File: src/rtl/tts_pkg.sv
package tts_pkg;
   localparam int NUM_LVL = 3;                 // hourly, daily, monthly
   localparam int IDX_W   = $clog2(NUM_LVL);

   typedef logic [IDX_W-1:0] lvl_idx_t;

   localparam lvl_idx_t LVL_HOUR  = lvl_idx_t'(0);
   localparam lvl_idx_t LVL_DAY   = lvl_idx_t'(1);
   localparam lvl_idx_t LVL_MONTH = lvl_idx_t'(2);
endpackage

File: src/rtl/tts_decode.sv
module tts_decode #(
   parameter int TENS_W = 3,
   parameter int ONES_W = 4,
   parameter int CNT_W  = 7,
   localparam int REG_W = 1 + TENS_W + ONES_W
) (
   input  logic [REG_W-1:0] code,
   output logic             is_none,
   output logic             is_add,
   output logic [CNT_W-1:0] cnt
);
   logic [TENS_W-1:0] tens;
   logic [ONES_W-1:0] ones;
   int                len;

   assign tens    = code[TENS_W+ONES_W-1 -: TENS_W];
   assign ones    = code[ONES_W-1:0];
   assign is_add  = code[REG_W-1];
   assign is_none = (code == REG_W'(1));

   always_comb begin
      len = int'(tens) * 10 + int'(ones) + 1;
      cnt = CNT_W'(len);
   end
endmodule

File: src/rtl/tts_sched.sv
module tts_sched
   import tts_pkg::*;
#(
   parameter int CNT_W = 7
) (
   input  logic                           clk,
   input  logic                           rst_n,
   input  logic                           en,
   input  logic [NUM_LVL-1:0]             win,
   input  logic [NUM_LVL-1:0]             none_v,
   input  logic [NUM_LVL-1:0]             add_v,
   input  logic [NUM_LVL-1:0][CNT_W-1:0]  cnt_v,
   input  logic                           eng_finish,
   output logic                           load,
   output logic                           load_add,
   output logic [CNT_W-1:0]               load_cnt,
   output logic                           abort,
   output logic                           running
);
   logic [NUM_LVL-1:0] done_q, done_nx, due;
   lvl_idx_t           sel, cur_q;
   logic               sel_ok, skip;

   // lowest index wins: hourly before daily before monthly
   always_comb begin
      due    = win & ~done_q & {NUM_LVL{en}};
      sel_ok = 1'b0;
      sel    = LVL_HOUR;
      for (int i = NUM_LVL - 1; i >= 0; i--) begin
         if (due[i]) begin
            sel_ok = 1'b1;
            sel    = lvl_idx_t'(i);
         end
      end
   end

   assign skip     = !running && sel_ok && none_v[sel];
   assign load     = !running && sel_ok && !none_v[sel];
   assign load_add = add_v[sel];
   assign load_cnt = cnt_v[sel];
   assign abort    = running && (!en || !win[cur_q]);

   always_comb begin
      done_nx = done_q & win;      // a closed window re-arms its level
      if (skip)
         done_nx[sel] = 1'b1;
      if (running && eng_finish)
         done_nx[cur_q] = 1'b1;
   end

   always_ff @(posedge clk or negedge rst_n) begin
      if (!rst_n) begin
         done_q  <= '0;
         running <= 1'b0;
         cur_q   <= LVL_HOUR;
      end else begin
         done_q <= done_nx;
         if (abort || (running && eng_finish)) begin
            running <= 1'b0;
         end else if (load) begin
            running <= 1'b1;
            cur_q   <= sel;
         end
      end
   end
endmodule

File: src/rtl/tts_engine.sv
module tts_engine #(
   parameter int CNT_W = 7
) (
   input  logic             clk,
   input  logic             rst_n,
   input  logic             load,
   input  logic             load_add,
   input  logic [CNT_W-1:0] load_cnt,
   input  logic             abort,
   input  logic             tick_in,
   output logic             tick_mod,
   output logic             finish,
   output logic             busy
);
   logic [CNT_W-1:0] rem_q;
   logic             add_q, act, step;

   assign act      = busy && !abort;
   assign step     = act && (add_q ? !tick_in : tick_in);
   assign tick_mod = add_q ? (tick_in | step) : (tick_in & !step);
   assign finish   = step && (rem_q == CNT_W'(1));

   always_ff @(posedge clk or negedge rst_n) begin
      if (!rst_n) begin
         busy  <= 1'b0;
         add_q <= 1'b0;
         rem_q <= '0;
      end else if (load) begin
         busy  <= 1'b1;
         add_q <= load_add;
         rem_q <= load_cnt;
      end else if (abort || finish) begin
         busy  <= 1'b0;
         rem_q <= '0;
      end else if (step) begin
         rem_q <= rem_q - CNT_W'(1);
      end
   end
endmodule

File: src/rtl/tick_trim_sched.sv
module tick_trim_sched
   import tts_pkg::*;
#(
   parameter int TENS_W = 3,
   parameter int ONES_W = 4,
   localparam int REG_W   = 1 + TENS_W + ONES_W,
   localparam int MAX_CNT = (2**TENS_W - 1) * 10 + (2**ONES_W - 1) + 1,
   localparam int CNT_W   = $clog2(MAX_CNT + 1)
) (
   input  logic             clk,
   input  logic             rst_n,
   input  logic             comp_en,
   input  logic             tick_in,
   input  logic             in_last_min,
   input  logic             in_last_hour,
   input  logic             in_last_day,
   input  logic [REG_W-1:0] trim_hour,
   input  logic [REG_W-1:0] trim_day,
   input  logic [REG_W-1:0] trim_month,
   output logic             tick_out
);
   if (TENS_W < 1 || TENS_W > 4) begin : g_bad_tens
      $error("tick_trim_sched: TENS_W must be 1..4");
   end
   if (ONES_W != 4) begin : g_bad_ones
      $error("tick_trim_sched: ONES_W must be 4 for a BCD units digit");
   end

   logic [NUM_LVL-1:0][REG_W-1:0] trim_v;
   logic [NUM_LVL-1:0]            win, none_v, add_v;
   logic [NUM_LVL-1:0][CNT_W-1:0] cnt_v;
   logic                          load, load_add, abort, sched_run;
   logic                          eng_busy, eng_finish, tick_mod;
   logic [CNT_W-1:0]              load_cnt;

   assign trim_v[LVL_HOUR]  = trim_hour;
   assign trim_v[LVL_DAY]   = trim_day;
   assign trim_v[LVL_MONTH] = trim_month;

   // nested windows: each level adds one qualifier to the previous one
   assign win[LVL_HOUR]  = in_last_min;
   assign win[LVL_DAY]   = in_last_min & in_last_hour;
   assign win[LVL_MONTH] = in_last_min & in_last_hour & in_last_day;

   for (genvar g = 0; g < NUM_LVL; g++) begin : g_dec
      tts_decode #(.TENS_W(TENS_W), .ONES_W(ONES_W), .CNT_W(CNT_W)) u_dec (
         .code    (trim_v[g]),
         .is_none (none_v[g]),
         .is_add  (add_v[g]),
         .cnt     (cnt_v[g])
      );
   end

   tts_sched #(.CNT_W(CNT_W)) u_sched (
      .clk        (clk),
      .rst_n      (rst_n),
      .en         (comp_en),
      .win        (win),
      .none_v     (none_v),
      .add_v      (add_v),
      .cnt_v      (cnt_v),
      .eng_finish (eng_finish),
      .load       (load),
      .load_add   (load_add),
      .load_cnt   (load_cnt),
      .abort      (abort),
      .running    (sched_run)
   );

   tts_engine #(.CNT_W(CNT_W)) u_eng (
      .clk      (clk),
      .rst_n    (rst_n),
      .load     (load),
      .load_add (load_add),
      .load_cnt (load_cnt),
      .abort    (abort),
      .tick_in  (tick_in),
      .tick_mod (tick_mod),
      .finish   (eng_finish),
      .busy     (eng_busy)
   );

   always_ff @(posedge clk or negedge rst_n) begin
      if (!rst_n) tick_out <= 1'b0;
      else        tick_out <= tick_mod;
   end
endmodule

File: config.mk
export PLATFORM = sky130hd
export DESIGN_NAME = tick_trim_sched
export DESIGN_NICKNAME = d
export VERILOG_FILES = /design/src/rtl/tts_pkg.sv /design/src/rtl/tts_decode.sv /design/src/rtl/tts_sched.sv /design/src/rtl/tts_engine.sv /design/src/rtl/tick_trim_sched.sv
export SDC_FILE = /design/constraint.sdc
export NUM_CORES = 1
export LEC_CHECK = 0
export BUFFER_PORTS_ARGS = -buffer_cell sky130_fd_sc_hd__buf_2
export CORE_UTILIZATION = 30
export DETAILED_ROUTE_END_ITERATION = 8
export GPL_ROUTABILITY_DRIVEN = 0
export PLACE_DENSITY = 0.58
export SETUP_SLACK_MARGIN = 0.15
export SYNTH_ARGS = -nofsm -noshare
export SYNTH_HDL_FRONTEND = slang
export SYNTH_SLANG_ARGS = --single-unit
File: constraint.sdc
create_clock -name clk -period 2.2 [get_ports clk]
set_clock_uncertainty 0.2 [all_clocks]
set_input_delay 0.44 -clock clk [delete_from_list [all_inputs] [get_ports clk]]
set_output_delay 0.44 -clock clk [all_outputs]
set_load 0.02 [all_outputs]
==> metrics.md, run 1 <==
| Metric | Value |
|---|---|
| Vias in the first global route | `1,943` |
| Worst Path Arrival | `1.99 ns` |
| Comb power frac | `56.8%` |
| Tcrit/Tclk final | `93.1%` |
| WS Path Type | `reg -> reg` |
| Net count, final | `356` |
| Synth area leaders | `dfrtp_1 (21%), ha_1 (13%), mux2i_1 (3.7%), nand2_1 (3.6%), o21ai_0 (3.5%)` |
| Netlist cell types | `53` |
| CTS tree | `yes` |
| Die X | `81.2 um` |
| Total CTS buffers | `3` |
| Crit path launch | `u_eng.rem_q[5]$_DFFE_PN0P_` |
| Layout area overhead | `51.1%` |
| Cell Rows | `28` |
| Mapped Cells | `208` |
| Fin Setup TNS | `0 ns` |
| Max-slew violations | `0` |
| Slew of the pin with the lowest slew margin | `0.407 ns` |
| Longest Clk Path Bufs | `2` |
| Crit path capture type | `flip-flop` |
| Synth warnings | `0` |
| # diodes | `0` |
| Initial drt markers | `70` |
| Worst setup SP type | `flip-flop` |
| Commonest cells post-synth | `ha_1 (20), nand2_1 (18), dfrtp_1 (16)` |
| DR vias | `1,937` |
| Max_cap viols | `0` |
| Post-synth EDFFs | `0` |
| Max-slew headroom | `72.6%` |
| Clock network fraction of design power | `15.5%` |
| Area leader, netlist | `dfrtp_1` |
| Clock tree sinks | `16` |
| Internal power | `1.04 mW` |
| Post-Syn Area | `1880 um2` |
| Average cell area after synthesis | `9.05 um2` |
| Fin. Hold Viols | `0` |
| R2R Setup Slk | `0.15 ns` |
| Flop pwr share | `27.7%` |
| RSZ-0062 raised after global routing | `yes` |
| VDD IR-drop max | `0.333 mV` |
| Non-filler cells, final | `376` |
| Tmin final | `2.05 ns` |
| Clock Tree Root | `clkbuf_8` |
| Final WL | `5430 um` |
| Placed Cells | `363` |
| Vias per std cell | `5.15` |
| H-tree levels | `1` |
| Top-count cell post-synth | `ha_1` |
| All-Layer GR Usage | `17.6%` |
| Layout cell share with drive strength beyond 1 | `44.5%` |
| Net Count, Synth | `262` |
| Initial antenna violation count | `0` |
| Req. time, crit path | `2.14 ns` |
| Status | `finished, final reports clean` |
| Reg2reg start | `u_eng.rem_q[5]$_DFFE_PN0P_` |
| Core Region | `5990 um2` |
| Die Ht | `81.2 um` |
| Worst-path fanout max | `5` |
| Total Power | `1.74 mW` |
| Post-synthesis sequential area ratio | `21.3%` |
| Sw Share | `40.0%` |
| Ports | `32` |
| Worst skew pair latency | `0.26 ns` |
| Die area | `6590 um2` |
| Post-synth top area share | `21.3%` |
| Initial Util | `31.4%` |
| Sw Pwr | `697 uW` |
| First-pass GRT wire length | `8900 um` |
| GRT Residual Overflow | `0` |
| Largest net degree at the start of global routing | `17` |
| Leakage | `1.31 nW` |
| Initial DRT Pass Iterations | `4` |
| Detail Placement HPWL | `4400 um` |
| Dominant synthesized flop cell | `dfrtp_1` |
| Worst hold-check path type | `in -> reg` |
| # DRC | `0` |
| Final Core Density | `47.5%` |
| Fmax | `488 MHz` |
| Async SR Flop Fraction | `100%` |
| Worst Hold Launch | `tick_in` |
| IO Port Bufs | `31` |
| Setup violators final | `0` |
| Cell Pwr Density | `612 nW/um2` |
| Clock-pin slew on the worst setup and hold paths | `0.07 ns` |
| Synthesis-stage register bit count | `16` |
| Routed WL per cell | `14.4 um` |
| ANT nets after route | `0` |
-- layout by cell type (no fill, tap or decap), drive strengths merged, types with 2 or more instances in the layout --
| cell | n |
|---|---|
| nor4 | 3 |
| inv | 3 |
| a211o | 6 |
| buf | 91 |
| a21oi | 9 |
| fa | 3 |
| o211ai | 3 |
| o2111ai | 2 |
| and2 | 2 |
| nor4b | 4 |
| clkbuf | 6 |
| o31ai | 2 |
| nor3 | 3 |
| nand4b | 2 |
| xor2 | 7 |
| ha | 20 |
| or2 | 3 |
| nand2b | 5 |
| mux2i | 7 |
| a211oi | 6 |
| nand3 | 9 |
| xnor2 | 7 |
| mux2 | 2 |
| a31oi | 2 |
| a21o | 8 |
| nor2 | 15 |
| nand2 | 18 |
| o21ai | 18 |
| or3 | 2 |
| dfrtp | 16 |
| o22ai | 3 |
| a22oi | 2 |
-- final timing paths --
check                           cells past startpoint                      endpoint
worst max-delay path                                6    u_eng.rem_q[3]$_DFFE_PN0P_
worst min-delay path                                2            tick_out$_DFF_PN0_
worst max register to register                      6    u_eng.rem_q[3]$_DFFE_PN0P_
worst min register to register                      1       u_eng.add_q$_DFFE_PN0P_
max in group asynchronous                           2  u_sched.cur_q[1]$_DFFE_PN0P_
min in group asynchronous                           2            tick_out$_DFF_PN0_
-- through the flow --
stage          area [um2]  hold WS (ns)  worst slack (ns)
4_1_cts              2730         0.241             0.151
3_5_place_dp         2540         0.183            -0.260
2_1_floorplan        1910       -0.0556             0.156
5_1_grt              2840         0.259            0.0547
6_report             2840         0.243             0.153
3_3_place_gp         2540         0.184            -0.182
-- cell families after synthesis --
| family | count (synthesis) | synth area share (%) |
|---|---|---|
| adders and majority gates | 23 | 16.5 |
| muxes | 9 | 4.92 |
| xor gates and xnor gates | 14 | 6.52 |
| buffers and inverters | 8 | 1.93 |
| and+or+nand+nor | 74 | 24.5 |
| DFF | 16 | 21.3 |
| AOI/OAI and AO/OA | 64 | 24.3 |
-- routing by layer --
layer | wire [um] | share of wire (%) | global-route usage (%)
met1 | 2390 | 44 | 22.1
met2 | 2850 | 52 | 31.6
met3 | 116 | 2.1 | 1.80
met4 | 85 | 1.6 | 5.36
met5 | 0 | 0 | 0
-- power groups by stage --
| stage | sequential (mW) | combinational, mW | clock, mW |
|---|---|---|---|
| after floorplan | 0.481 | 0.571 | 0 |
| after global placement | 0.487 | 0.873 | 0 |
| after detailed placement | 0.487 | 0.884 | 0 |
| after CTS | 0.481 | 0.933 | 0.274 |
| after global routing | 0.498 | 1.10 | 0.281 |
| final | 0.483 | 0.988 | 0.270 |
-- sequential cells by signal, summed over array words and instances, names as in the netlist --
register	flops
u_eng.rem_q	7
u_sched.done_q	3
u_sched.cur_q	2
tick_out	1
u_eng.add_q	1
u_eng.busy	1
u_sched.running	1
-- area by class of cell --
type	count	area (um2)
Fill cell	574	3150
Multi-Input combinational cell	184	1630
Tap cell	75	93.8
Clock buffer	4	55.1
Timing Repair Buffer	94	649
Inverter	3	11.3
Sequential cell	16	400
-- critical path, stage by stage, from the launching register on --
cell,delay [ns]
dfrtp_1,0.38
or3_4,0.42
nor4b_4,0.26
and2_4,0.19
nand3b_4,0.15
o21ai_1,0.08
a211o_1,0.26
-- timing repair --
action                                  CTS  global route
endpoints found under the setup margin    6             7
gates resized for setup                  14            19
pin swaps                                13            18
endpoints found under the hold margin    16             0
hold buffers                              1             0
buffers inserted                          5             3
No activity file was read; power rests on OpenSTA's default activity.
==> inputs of run 2 (changes only) <==
--- a/config.mk
+++ b/config.mk
@@ -6,6 +6,7 @@
 export NUM_CORES = 1
 export LEC_CHECK = 0
 export BUFFER_PORTS_ARGS = -buffer_cell sky130_fd_sc_hd__buf_2
+export CORE_MARGIN = 2
 export CORE_UTILIZATION = 30
 export DETAILED_ROUTE_END_ITERATION = 8
 export GPL_ROUTABILITY_DRIVEN = 0
==> run 2 against run 1 <==
Net effect: non-clock buffer count up 2; combinational power up 7%; critical endpoint unchanged; highest routed layer unchanged; cell area up 4.7%; worst setup slack worse by 0.046 ns.
==> metrics.md, run 2 (synthesis gave the netlist of run 1 again) <==
| Metric | Value |
|---|---|
| Crit path buf inv count | `2 (+2)` |
| Crit path capture type | `flip-flop` |
| Total CTS buffers | `3 (unchanged)` |
| Most frequent CP cell | `ha_4` |
| WS Path Type | `in -> reg` |
| Final WL | `5520 um (+1.6%)` |
| Max_cap viols | `0 (unchanged)` |
| Fin. Hold Viols | `0 (unchanged)` |
| Setup violators final | `0 (unchanged)` |
| Sw Pwr | `709 uW (+1.8%)` |
| Clock network fraction of design power | `14.7% (-0.8 points)` |
| H-tree levels | `1 (unchanged)` |
| Sw Share | `39.4% (-0.68 points)` |
| Die area | `6920 um2 (+5.0%)` |
| Initial drt markers | `162 (+130%)` |
| Biggest registers after layout | `u_eng.rem_q x7, u_sched.done_q x3, u_sched.cur_q x2` |
| Placed Cells | `362 (-0.28%)` |
| Worst skew pair latency | `0.25 ns (about the same)` |
| Comb power frac | `58.7% (+1.9 points)` |
| Initial Util | `31.4% (unchanged)` |
| Leakage | `1.34 nW (+1.7%)` |
| # DRC | `0 (unchanged)` |
| Status | `finished, final reports clean` |
| Non-filler cells, final | `378 (+0.53%)` |
| Net count, final | `358 (+0.56%)` |
| Crit-path slowest cell | `ha_4` |
| Max-slew headroom | `74.7% (+2.0 points)` |
| Worst hold-check path type | `in -> reg` |
| Final Core Density | `49.7% (+2.2 points)` |
| # diodes | `0 (unchanged)` |
| Tmin final | `2.09 ns (+0.0461 ns)` |
| Routed WL per cell | `14.6 um (+1.0%)` |
| Layout area overhead | `58.2%` |
| Ports | `32 (unchanged)` |
| First-pass GRT wire length | `9040 um (+1.6%)` |
| Vias per std cell | `5.25 (+1.9%)` |
| Most flops, register | `u_eng.rem_q` |
| Longest Clk Path Bufs | `2 (unchanged)` |
| Total Power | `1.80 mW (+3.5%)` |
| Layout cell share with drive strength beyond 1 | `46.9% (+2.3 points)` |
| VDD IR-drop max | `0.274 mV (-18%)` |
| Detail Placement HPWL | `4390 um (-0.11%)` |
| Worst hold slack | `0.247 ns (+0.00357 ns)` |
| RSZ-0062 raised after global routing | `yes` |
| Fillers | `560 (-2.4%)` |
| GRT Residual Overflow | `0 (unchanged)` |
| Crit-path max cell delay | `0.29 ns (-0.13 ns)` |
| Tcrit/Tclk final | `95.2% (+2.1 points)` |
| Max reg flops | `7 (unchanged)` |
| Worst Path Arrival | `2.03 ns (+0.04 ns)` |
| Cell Pwr Density | `605 nW/um2 (-1.1%)` |
| Slew of the pin with the lowest slew margin | `0.380 ns (-0.0276 ns)` |
| Clock-pin slew on the worst setup and hold paths | `0.07 ns (about the same)` |
| Vias in the first global route | `1,982 (+2.0%)` |
| Most common cell after layout, fill and taps aside | `buf_4` |
| Internal power | `1.09 mW (+4.7%)` |
| Core Region | `5990 um2 (unchanged)` |
| Req. time, crit path | `2.14 ns (about the same)` |
| Multi-input gate area | `1700 um2 (+4.1%)` |
| ANT nets after route | `0 (unchanged)` |
| Most frequent cells in the layout | `buf_4 (61), buf_2 (23), nand2_1 (18), dfrtp_1 (16), nor2_1 (14)` |
| Die X | `83.2 um (+2.5%)` |
| CP top delay family | `compound AO/OA/AOI/OAI gates` |
| Initial antenna violation count | `0 (unchanged)` |
| IO Port Bufs | `31 (unchanged)` |
| Critical path, cell by cell | `buf_6, ha_4, ha_4, o21ai_2, nor2_1, buf_4, nor2_2, a22oi_2, a211oi_2, a211o_1` |
| Largest net degree at the start of global routing | `17 (unchanged)` |
| CTS tree | `yes` |
| Initial DRT Pass Iterations | `4 (unchanged)` |
| Fmax | `478 MHz (-2.2%)` |
| Worst setup SP type | `input pin` |
| Register area | `400 um2 (unchanged)` |
| Cell Rows | `28 (unchanged)` |
| Clock tree sinks | `16 (unchanged)` |
| Clock Tree Root | `clkbuf_8` |
| All-Layer GR Usage | `15.7% (-2.0 points)` |
| Die Ht | `83.2 um (+2.5%)` |
| Flop pwr share | `26.7% (-1.0 points)` |
| DR vias | `1,985 (+2.5%)` |
| Worst-path fanout max | `3 (-2)` |
| Max-slew violations | `0 (unchanged)` |
## run 2: cell count changes in the layout (fill, tap and decap cells not counted), sizes merged
cell	previous run	this run
buf	91	95
clkbuf	6	4
## run 2: per-stage QoR
step / TNS [ns] / cell area, um2 / setup WS (ns)
3_5_place_dp: -0.870 / 2530 / -0.194
4_1_cts: 0 / 2780 / 0.152
2_1_floorplan: 0 / 1910 / 0.156
5_1_grt: 0 / 2980 / 0.0381
6_report: 0 / 2980 / 0.107
3_3_place_gp: -0.688 / 2530 / -0.160
## run 2: final cells by class
| class | instances | area share [%] |
|---|---|---|
| multi-input combinational | 184 | 57.1 |
| inverter | 3 | 0.378 |
| timing repair buffer | 96 | 24.0 |
| sequential | 16 | 13.5 |
| tap | 75 | 3.15 |
| clock buffer | 4 | 1.85 |
## run 2: what timing repair did
action                     CTS  global route
buffers inserted             7             4
pin swaps                   20            22
gates resized for setup     21            37
setup endpoints to repair    4             8
hold buffers                 1             0
hold endpoints to repair    16             0
## run 2: path summary, 6_finish.rpt
check / startpoint / to / slack, ns / cells past startpoint
max in group asynchronous: rst_n / u_eng.rem_q[5]$_DFFE_PN0P_ / 1.09 / 2
setup / recovery: trim_day[6] / u_eng.rem_q[3]$_DFFE_PN0P_ / 0.11 / 10
setup reg to reg: u_eng.rem_q[3]$_DFFE_PN0P_ / u_eng.rem_q[3]$_DFFE_PN0P_ / 0.17 / 6
hold reg to reg: u_eng.add_q$_DFFE_PN0P_ / u_eng.add_q$_DFFE_PN0P_ / 0.32 / 1
min in group asynchronous: rst_n / tick_out$_DFF_PN0_ / 0.44 / 2
hold / removal: tick_in / tick_out$_DFF_PN0_ / 0.25 / 2
## run 2: worst register-to-register path: stages, from the launching register on
cell	delay, ns
dfrtp_1	0.37
or3_4	0.41
nor4b_4	0.24
and2_4	0.21
nand3b_4	0.15
o21ai_1	0.08
a211o_1	0.26
## run 2: per-layer routing
metal / GRT usage [%] / wire length [um] / up-vias
met1: 20.1 / 2380 / 937
met3: 1.79 / 229 / 11
met5: 0 / 0 / -
li1: - / - / 986
met2: 27.6 / 2810 / 51
met4: 4.62 / 99 / 0
## run 2: power groups by stage
stage	clock network (mW)	logic (mW)	registers, mW
2_1_floorplan	0	0.571	0.481
3_3_place_gp	0	0.873	0.487
3_5_place_dp	0	0.887	0.488
4_1_cts	0.270	0.985	0.481
5_1_grt	0.283	1.17	0.501
6_report	0.264	1.06	0.481
==> inputs of run 3 (changes only) <==
--- a/config.mk
+++ b/config.mk
@@ -10,7 +10,8 @@
 export CORE_UTILIZATION = 30
 export DETAILED_ROUTE_END_ITERATION = 8
 export GPL_ROUTABILITY_DRIVEN = 0
-export PLACE_DENSITY = 0.58
+export HOLD_SLACK_MARGIN = 0.1
+export PLACE_DENSITY = 0.56
 export SETUP_SLACK_MARGIN = 0.15
 export SYNTH_ARGS = -nofsm -noshare
 export SYNTH_HDL_FRONTEND = slang
==> constraint.sdc (replaced) <==
create_clock -name clk -period 2.45 [get_ports clk]
set_clock_uncertainty 0.2 [all_clocks]
set_input_delay 0.49 -clock clk [delete_from_list [all_inputs] [get_ports clk]]
set_output_delay 0.49 -clock clk [all_outputs]
set_load 0.02 [all_outputs]
==> run 3 against run 2 <==
Net effect: highest routed layer unchanged; sequential power fell by 10%; clock power fell by 6%; power decreased by 21%; register-to-register slack gained 0.08 ns; critical path depth decreased by 2; worst setup slack improved by 0.13 ns; worst hold slack gained 0.044 ns; global-route usage fell by 1.1 points.
==> metrics.md, run 3 (synthesis gave the netlist of run 1 again) <==
| Metric | Value |
|---|---|
| Status | `finished, final reports clean` |
| Die X | `83.2 um (unchanged)` |
| Initial Util | `31.4% (unchanged)` |
| Max_cap viols | `0 (unchanged)` |
| Max-slew violations | `0 (unchanged)` |
| Clock network fraction of design power | `17.5% (+2.8 points)` |
| Initial drt markers | `81 (-50%)` |
| Biggest registers after layout | `u_eng.rem_q x7, u_sched.done_q x3, u_sched.cur_q x2` |
| First-pass GRT wire length | `8390 um (-7.2%)` |
| WS Path Type | `in -> reg` |
| Fmax | `451 MHz` |
| Initial DRT Pass Iterations | `4 (unchanged)` |
| GRT Residual Overflow | `0 (unchanged)` |
| Pre-CTS worst setup slack | `-0.0246 ns (+0.169 ns)` |
| Worst hold slack | `0.291 ns (+0.0444 ns)` |
| Leakage | `1.06 nW (-21%)` |
| Die area | `6920 um2 (unchanged)` |
| Cell Rows | `28 (unchanged)` |
| # diodes | `0 (unchanged)` |
| Clock tree sinks | `16 (unchanged)` |
| Hold EP | `tick_out$_DFF_PN0_` |
| Internal power | `840 uW (-23%)` |
| VDD IR-drop max | `0.188 mV (-32%)` |
| Largest net degree at the start of global routing | `17 (unchanged)` |
| Worst-path fanout max | `4 (+1)` |
| Core Region | `5990 um2 (unchanged)` |
| Multi-input gate area | `1460 um2 (-14%)` |
| Most common cell after layout, fill and taps aside | `buf_2` |
| DR vias | `1,740 (-12%)` |
| Worst hold-check path type | `in -> reg` |
| Longest Clk Path Bufs | `2 (unchanged)` |
| Worst Path Arrival | `2.19 ns (+0.16 ns)` |
| Ports | `32 (unchanged)` |
| Sw Pwr | `584 uW (-18%)` |
| Register area | `403 um2 (+0.62%)` |
| Fin. Hold Viols | `0 (unchanged)` |
| Fin area | `2320 um2 (-22%)` |
| Layout area overhead | `23.1%` |
| Placed Area | `2230 um2 (-12%)` |
| Final WL | `4920 um (-11%)` |
| Reg2Reg Depth | `7 (+1)` |
| Worst setup SP type | `input pin` |
| # DRC | `0 (unchanged)` |
| Total CTS buffers | `3 (unchanged)` |
| CTS tree | `yes` |
| Most frequent cells in the layout | `buf_2 (31), ha_1 (19), nand2_1 (18), buf_4 (17), nor2_1 (15)` |
| Tcrit/Tclk final | `90.5%` |
| Tmin final | `2.22 ns` |
| Fillers | `614 (+9.6%)` |
| Max-slew headroom | `73.0% (-1.7 points)` |
| Slew of the pin with the lowest slew margin | `0.404 ns (+0.0248 ns)` |
| H-tree levels | `1 (unchanged)` |
| Detail Placement HPWL | `4100 um (-6.6%)` |
| Vias in the first global route | `1,740 (-12%)` |
| Crit path capture type | `flip-flop` |
| Setup violators final | `0 (unchanged)` |
| Crit-path slowest cell | `or3_1` |
| IO Port Bufs | `31 (unchanged)` |
| R2R Setup Slk | `0.25 ns (+0.08 ns)` |
| Crit-path max cell delay | `0.37 ns (+0.08 ns)` |
| Hold depth | `2 (unchanged)` |
| RSZ-0062 raised after global routing | `yes` |
| Layout cell share with drive strength beyond 1 | `27.3% (-20 points)` |
| Cell Pwr Density | `614 nW/um2 (+1.5%)` |
| FF-to-FF End | `u_eng.rem_q[3]$_DFFE_PN0P_` |
| Initial antenna violation count | `0 (unchanged)` |
| Vias per std cell | `5.26 (+0.10%)` |
| Critical path, cell by cell | `buf_2, nor4_1, buf_4, nand4bb_1, a31oi_4, nand3b_4, or3_1, o211ai_1` |
| All-Layer GR Usage | `14.6% (-1.1 points)` |
| Most flops, register | `u_eng.rem_q` |
| Worst skew pair latency | `0.26 ns (about the same)` |
| Flop pwr share | `30.4% (+3.7 points)` |
| Clock-pin slew on the worst setup and hold paths | `0.07 ns (about the same)` |
| Max reg flops | `7 (unchanged)` |
| Worst Hold Launch | `tick_in` |
| Reg2reg start | `u_eng.rem_q[4]$_DFFE_PN0P_` |
| Sw Share | `41.0% (+1.7 points)` |
| Net count, final | `311 (-13%)` |
| Routed WL per cell | `14.9 um (+1.9%)` |
| Req. time, crit path | `2.42 ns (+0.28 ns)` |
| Setup slack after layout | `0.234 ns (+0.127 ns)` |
| Clock Tree Root | `clkbuf_8` |
| Fin Setup TNS | `0 ns (unchanged)` |
| Die Ht | `83.2 um (unchanged)` |
| ANT nets after route | `0 (unchanged)` |
| Comb power frac | `52.1% (-6.6 points)` |
run 3: cell count changes in the layout (fill, tap and decap cells not counted), moves of 4 or more:
cell,change
buf_4,-44
buf_6,-10
ha_1,+9
ha_4,-9
buf_2,+8
o21ai_0,+4
run 3: cell type report:
class	instances	share of cell area, %
multi-input cells	184	63.1
clock buffers	4	2.38
inverters	3	0.486
repair buffers	49	12.6
well taps	75	4.05
flip-flops and latches	16	17.4
run 3: what timing repair did:
action,in CTS,in global routing
resized for setup,0,4
setup buffers,0,1
hold buffers,1,0
endpoints found under the setup margin,0,1
endpoints found under the hold margin,16,0
run 3: how the worst max path moves through the flow:
stage          cells past startpoint  slack [ns]                          to                   startpoint
6_report                           8        0.23  u_eng.rem_q[5]$_DFFE_PN0P_                  trim_day[4]
5_1_grt                            7        0.14  u_eng.rem_q[4]$_DFFE_PN0P_  u_sched.done_q[1]$_DFF_PN0_
4_1_cts                            8        0.24  u_eng.rem_q[5]$_DFFE_PN0P_                 trim_hour[4]
3_5_place_dp                       8       -0.02  u_eng.rem_q[5]$_DFFE_PN0P_                 trim_hour[4]
3_3_place_gp                       9      -0.002  u_eng.rem_q[4]$_DFFE_PN0P_                trim_month[0]
2_1_floorplan                      7        0.32  u_eng.rem_q[3]$_DFFE_PN0P_                  trim_day[4]
run 3: per-stage QoR:
step                      total power, mW  std cells  util (%)
after floorplan                     0.936        208         -
after global placement               1.16        325      37.2
after detailed placement             1.17        325      37.2
after CTS                            1.42        330      38.2
after global routing                 1.55        331      38.7
final                                1.42        331      38.7
run 3: worst max-delay path, delay by kind of cell:
kind,cells,cell delay [ns]
buffers and inverters,2,0.30
AOI/OAI and AO/OA,2,0.41
and+or+nand+nor,4,0.98
run 3: metal layers:
layer  up-vias  share of wire, %  track usage [%]
met5         -                 0                0
met3         4               4.5             1.59
met2        48                48             25.4
met1       798                47             19.3
met4         0              0.67             3.13
li1        890                 -                -
run 3: power groups by stage:
stage / logic (mW) / clock network [mW] / registers [mW]
2_1_floorplan: 0.504 / 0 / 0.432
3_3_place_gp: 0.727 / 0 / 0.436
3_5_place_dp: 0.730 / 0 / 0.437
4_1_cts: 0.734 / 0.249 / 0.433
5_1_grt: 0.838 / 0.263 / 0.445
6_report: 0.742 / 0.249 / 0.433
